File: src/rtl/csd_pkg.sv
package csd_pkg;

  localparam int CSD_MAXW = 64;

  // Signed value represented by a pair of digit masks.
  function automatic longint csd_value(input logic [CSD_MAXW-1:0] pos,
                                       input logic [CSD_MAXW-1:0] neg);
    longint acc;
    acc = 0;
    for (int i = 0; i < CSD_MAXW - 1; i++) begin
      if (pos[i]) acc = acc + (longint'(1) << i);
      if (neg[i]) acc = acc - (longint'(1) << i);
    end
    return acc;
  endfunction

  // True when no two set bits of the mask are neighbours.
  function automatic logic csd_sparse(input logic [CSD_MAXW-1:0] nz);
    return (nz & (nz >> 1)) == '0;
  endfunction

endpackage

File: src/rtl/csd_recoder.sv
module csd_recoder #(
  parameter int CW = 8
) (
  input  logic [CW-1:0] coef,
  output logic [CW:0]   dig_pos,
  output logic [CW:0]   dig_neg
);
  localparam int DW = CW + 1;

  logic [DW:0] ext;
  logic [DW:0] carry;

  assign ext      = {2'b00, coef};
  assign carry[0] = 1'b0;

  // One digit cell per position, scanned upward with a carry.
  // A lone one becomes +1. A one with another one above it starts a run:
  // that gives -1 and a carry. A one plus a carry gives 0 and keeps the carry going.
  for (genvar k = 0; k < DW; k++) begin : g_digit
    logic odd_bit;
    logic next_one;
    assign odd_bit      = ext[k] ^ carry[k];
    assign next_one     = ext[k+1];
    assign dig_pos[k]   = odd_bit & ~next_one;
    assign dig_neg[k]   = odd_bit &  next_one;
    assign carry[k+1]   = (ext[k] & carry[k]) | (odd_bit & next_one);
  end

  always_comb begin

    pos_neg_disjoint_chk: assert ((dig_pos & dig_neg) == '0)
      else $error("digit both positive and negative");

    no_adjacent_chk: assert (csd_pkg::csd_sparse(64'(dig_pos | dig_neg)))
      else $error("adjacent nonzero digits");

    value_match_chk: assert (csd_pkg::csd_value(64'(dig_pos), 64'(dig_neg)) == longint'(coef))
      else $error("digit value differs from coefficient");

    no_carry_out_chk: assert (carry[DW] == 1'b0)
      else $error("carry past top digit");

    min_weight_chk: assert ($countones({dig_pos, dig_neg}) <= $countones(coef))
      else $error("more digits than set bits");
  end

endmodule

File: src/rtl/csd_term.sv
module csd_term #(
  parameter int XW = 8,
  parameter int YW = 17,
  parameter int K  = 0
) (
  input  logic [XW-1:0]        x,
  input  logic                 add_en,
  input  logic                 sub_en,
  output logic signed [YW-1:0] term
);
  logic signed [YW-1:0] x_ext;
  logic signed [YW-1:0] x_shift;

  assign x_ext   = YW'($signed(x));
  assign x_shift = x_ext <<< K;

  always_comb begin
    if (add_en)      term = x_shift;
    else if (sub_en) term = -x_shift;
    else             term = '0;
  end

  always_comb begin

    term_sign_chk: assert (!(add_en && sub_en))
      else $error("term asked to add and subtract");
  end

endmodule

File: src/rtl/csd_const_mult.sv
module csd_const_mult #(
  parameter int XW   = 8,
  parameter int CW   = 8,
  parameter int COEF = 54
) (
  input  logic [XW-1:0]          x,
  output logic signed [XW+CW:0]  y
);
  localparam int YW = XW + CW + 1;
  localparam int DW = CW + 1;
  localparam logic [CW-1:0] COEF_V = CW'(COEF);

  logic [DW-1:0]        dig_pos;
  logic [DW-1:0]        dig_neg;
  logic signed [YW-1:0] partial [DW+1];

  csd_recoder #(.CW(CW)) u_rec (
    .coef    (COEF_V),
    .dig_pos (dig_pos),
    .dig_neg (dig_neg)
  );

  assign partial[0] = '0;

  for (genvar k = 0; k < DW; k++) begin : g_term
    logic signed [YW-1:0] term;
    csd_term #(.XW(XW), .YW(YW), .K(k)) u_term (
      .x      (x),
      .add_en (dig_pos[k]),
      .sub_en (dig_neg[k]),
      .term   (term)
    );
    assign partial[k+1] = partial[k] + term;
  end

  assign y = partial[DW];

  // Product from a generic multiply, used only for checking.
  logic signed [YW-1:0] ref_prod;
  assign ref_prod = $signed({{(YW-XW){x[XW-1]}}, x}) * $signed({{(YW-CW){1'b0}}, COEF_V});

  always_comb begin

    product_match_chk: assert (y == ref_prod)
      else $error("product mismatch");

    zero_coef_chk: assert (COEF_V != '0 || y == '0)
      else $error("nonzero output for zero coefficient");
  end

endmodule

File: config.mk
export PLATFORM = sky130hd
export DESIGN_NAME = csd_const_mult
export DESIGN_NICKNAME = d
export VERILOG_FILES = /design/src/rtl/csd_pkg.sv /design/src/rtl/csd_recoder.sv /design/src/rtl/csd_term.sv /design/src/rtl/csd_const_mult.sv
export SDC_FILE = /design/constraint.sdc
export NUM_CORES = 1
export LEC_CHECK = 0
export BUFFER_PORTS_ARGS = -buffer_cell sky130_fd_sc_hd__buf_2
export CORE_MARGIN = 5
export CORE_UTILIZATION = 62
export DETAILED_ROUTE_END_ITERATION = 10
export PLACE_DENSITY = 0.8
export SLEW_MARGIN = 25
export SYNTH_ARGS = -nofsm -noshare
export SYNTH_HDL_FRONTEND = slang
export SYNTH_HIERARCHICAL = 1
export SYNTH_SLANG_ARGS = --single-unit
File: constraint.sdc
create_clock -name vclk -period 22.2
set_clock_uncertainty 0.2 [all_clocks]
set_input_delay 3.33 -clock vclk [all_inputs]
set_output_delay 3.33 -clock vclk [all_outputs]
set_load 0.05 [all_outputs]
# Yosys cells after proc, flatten, opt, wreduce, memory -nomap -nowiden
# Cells that the tools add are included.
# word_totals
mem_count	0
register_bits	0
mem_bits_rw	0
mem_bits_ro	0
latchBits	0
in_bits	8
# classes
addsub	4
reduce_logical	0
shift	0
div_mod_pow	0
mux	0
multipliers	0
bitwise_logic	0
n_eq_ne	0
n_lt_le_gt_ge	0
# ops
cell	n
$add A17 B14 Y17	1
$add A17 B17 Y17	1
$neg A11 Y17	1
$neg A9 Y17	1

# Longest topological paths before layout
# depth
depth_word	3
ltp_mapped	32

# Cells and area by module
# Netlist, hierarchy kept.
# modules_own_cells
module	cells_per_inst	seq_area_each_um2	instances	area_per_inst_um2
csd_const_mult	356	0.0	1	3514.6
csd_term at g_term[3].u_term	51	0.0	1	379.1
csd_term at g_term[0].u_term	58	0.0	1	369.1
csd_term at g_term[4].u_term	51	0.0	1	337.8
csd_term at g_term[2].u_term	51	0.0	1	335.3
csd_term at g_term[6].u_term	50	0.0	1	335.3
csd_term at g_term[7].u_term	49	0.0	1	334.1
csd_term at g_term[8].u_term	50	0.0	1	326.6
csd_term at g_term[1].u_term	54	0.0	1	321.6
csd_term at g_term[5].u_term	49	0.0	1	314.1
csd_recoder	33	0.0	1	245.2

# Worst setup path after synthesis
# Ideal clock, no wire load.
# synth_path
kind	input port to output port
from	in x[1]
to	out y[14]
t_arrival_ns	8.718
cell_stages	19
required_ns	18.670
setup_slack_ns	9.952
cell_sequence	or3_1 -> nor4_1 -> inv_1 -> ha_1 -> o21ai_0 -> inv_1 -> fa_1 -> inv_1 -> fa_1 -> fa_1 -> inv_1 -> fa_1 -> inv_1 -> ha_1 -> o21ai_1 -> o221ai_1 -> or3_4 -> a21oi_1 -> o311ai_1
# synth_via
elab_chain_cells	3
# synth_rtl
item	line	text
start, declared	csd_const_mult.sv:6	input logic [XW-1:0] x,
$neg A9 Y17	csd_term.sv:19	else if (sub_en) term = -x_shift;
named net g_term[1].term[8]	csd_const_mult.sv:26	logic signed [YW-1:0] term;
$add A17 B17 Y17	csd_const_mult.sv:33	assign partial[k+1] = partial[k] + term;
$add A17 B14 Y17	csd_const_mult.sv:33	
end, declared	csd_const_mult.sv:7	output logic signed [XW+CW:0] y
# The timed path passes the listed nets, and every way through them passes these cells.

# Final worst setup path
# layout_path
from	in x[2]
to	out y[14]
# The elaborated chain is that of the path after synthesis.

==> impl_metrics.ini <==
[outcome]
outcome = finished, final reports clean

[cells_and_area]
antenna_cells = 0
layout.area.seq_sq_um = 0
area_growth_pct = 0.9918
nets = 1029
drive_gt1_share_pct = 9.350
nFillCells = 925
nFlopsAndLatches = 0
clockBufferCount = 0

[timing]
worst_slew_pin_slew_ns = 0.7929
tns_ns = 0
slew_headroom_pct = 47.14
rsz0062_at_grt = no
period_minus_slack_ns = 12.74
maxSlewViolCount = 0
fmax_mhz = 78.51
post-route-period-util_pct = 57.38
fin_ws_ns = 9.463
holdWs_ns = 8.003
finalSetupViolCount = 0
hold_viol = 0

[global_routing]
grt_max_degree = 60
grtUsageTotal_pct = 23.97
grt.met2_usage_pct = 43.27
grt.busiest_layer = met2
antenna_found_initial = 0
grt_overflow_total = 0
grtUsageMet1_pct = 31.30
grt_pass1_vias = 5384
grtUsageMet3_pct = 1.000
grt_pass1_wl_um = 25880

[placed_design]
dp_slack_ns = 9.470
io_buffers = 24
gp_congestion = 0.9028
dp_hpwl_um = 12380

[die]
die_area_sq_um = 13180
start_util_pct = 63.12
die_h_um = 114.8
die_w_um = 114.8
rows = 38
core_sq_um = 10790
ios = 25

[cts]
cts_setup_buffers = 0
cts_resized = 0
ctsHoldBuffers = 0

[worst_setup_path]
worstSetupPathType = in -> out
path_common_cell = inv_1
critPathMaxStageDelay_ns = 0.54
crit_required_ns = 18.67
cp_cell_sequence = buf_2, buf_4, or2_2, nor4_1, inv_1, ha_1, o21ai_0, inv_1, fa_1, inv_1, fa_1, fa_1, inv_1, fa_1, inv_1, ha_1, o21ai_1, o221ai_1, or3_4, a2111o_1, o311ai_1, buf_2
start_kind = primary input
end_kind = output port
slowest_stage = fa_1
crit_fanout = 47
arrival_ns = 9.21

[detailed_routing]
wire_per_inst_um = 14.99
drtAntennaViolNets = 0
drt_pass1_iterations = 5
via_per_inst = 5.483
vias = 5576
wl_um = 15250
drc = 0
drt_iter0_drc = 406

[synthesis]
syn_avg_cell_area_sq_um = 7.996
synthCells = 852
syn_area_sq_um = 6813
ys_seq_area_share_pct = 0
yosysWarnings = 6
synth_cell_types = 76

[min_path]
hold_path.class = in -> out

[job]
max_cap_violations = 0
==> worst paths after layout <==
kind / slack [ns] / from / end / depth (start not counted)
min: 8.00 / x[7] / y[16] / 10
max: 9.46 / x[2] / y[14] / 22
==> cells in the mapped netlist, types with 6 or more instances <==
library cell	count	area share, %
a211o_1	14	1.8
a211o_2	6	0.88
a21o_1	12	1.3
a21oi_1	20	1.5
a22o_1	9	1.2
a31oi_1	6	0.55
buf_2	8	0.59
buf_4	45	5.0
buf_6	9	1.5
conb_1	11	0.61
fa_1	108	32
ha_1	34	6.2
inv_1	193	11
nand2_1	63	3.5
nand2b_4	6	1.2
nand3_1	16	1.2
nand4_1	15	1.4
nor2_1	42	2.3
nor2b_1	9	0.83
nor3_1	20	1.5
o21ai_0	25	1.8
o21ai_1	8	0.59
o311ai_1	6	0.77
o31ai_1	33	3.6
or3_1	11	1.0
xnor2_1	23	3.0
==> routing by layer <==
layer / vias to the layer above / routed length [um]
met2: 176 / 7597
met3: 32 / 785
met5: - / 0
li1: 2726 / -
met4: 0 / 515
met1: 2642 / 6348
==> layout make-up <==
class                      count  area, sq um  share of cell area [%]
multi-input combinational    656         5831                   84.74
inverter                     193        724.4                   10.53
tap                          140        175.2                   2.546
timing repair buffer          28        150.1                   2.182
==> per-stage QoR <==
stage,std cells,utilization [%],cell area [sq um]
after floorplan,915,-,7049
after global placement,1017,63.75,6880
after detailed placement,1017,63.75,6880
after CTS,1017,63.75,6880
after global routing,1017,63.75,6880
final,1017,63.75,6880
==> critical path, delay by kind of cell <==
kind	cells	cell delay, ns
fa+ha+maj	6	2.52
compound gates	5	0.95
buf+inv	8	1.08
simple gates	3	1.28
==> cells in the final DEF, fill, tap and decap left out, types with 20 or more instances in the layout <==
cell type	instances
o21ai_0	25
nor3_1	20
buf_2	24
o31ai_1	33
inv_1	193
conb_1	74
nor2_1	42
a21oi_1	20
fa_1	108
ha_1	34
nand2_1	63
xnor2_1	23
==> cell families (layout without fill, tap and decap cells) <==
logic type	after synthesis	in the layout	synth area share, %
other	11	74	0.6061
muxes	7	7	1.322
xor gates and xnor gates	27	27	3.471
adders and majority gates	142	142	37.98
and+or+nand+nor	236	236	20.51
buffers and inverters	259	221	17.89
AOI/OAI and AO/OA	170	170	18.22
Power is left out: the tool's default activity adds up to more than one toggle a clock period on the data nets, which glitch-free logic cannot reach.
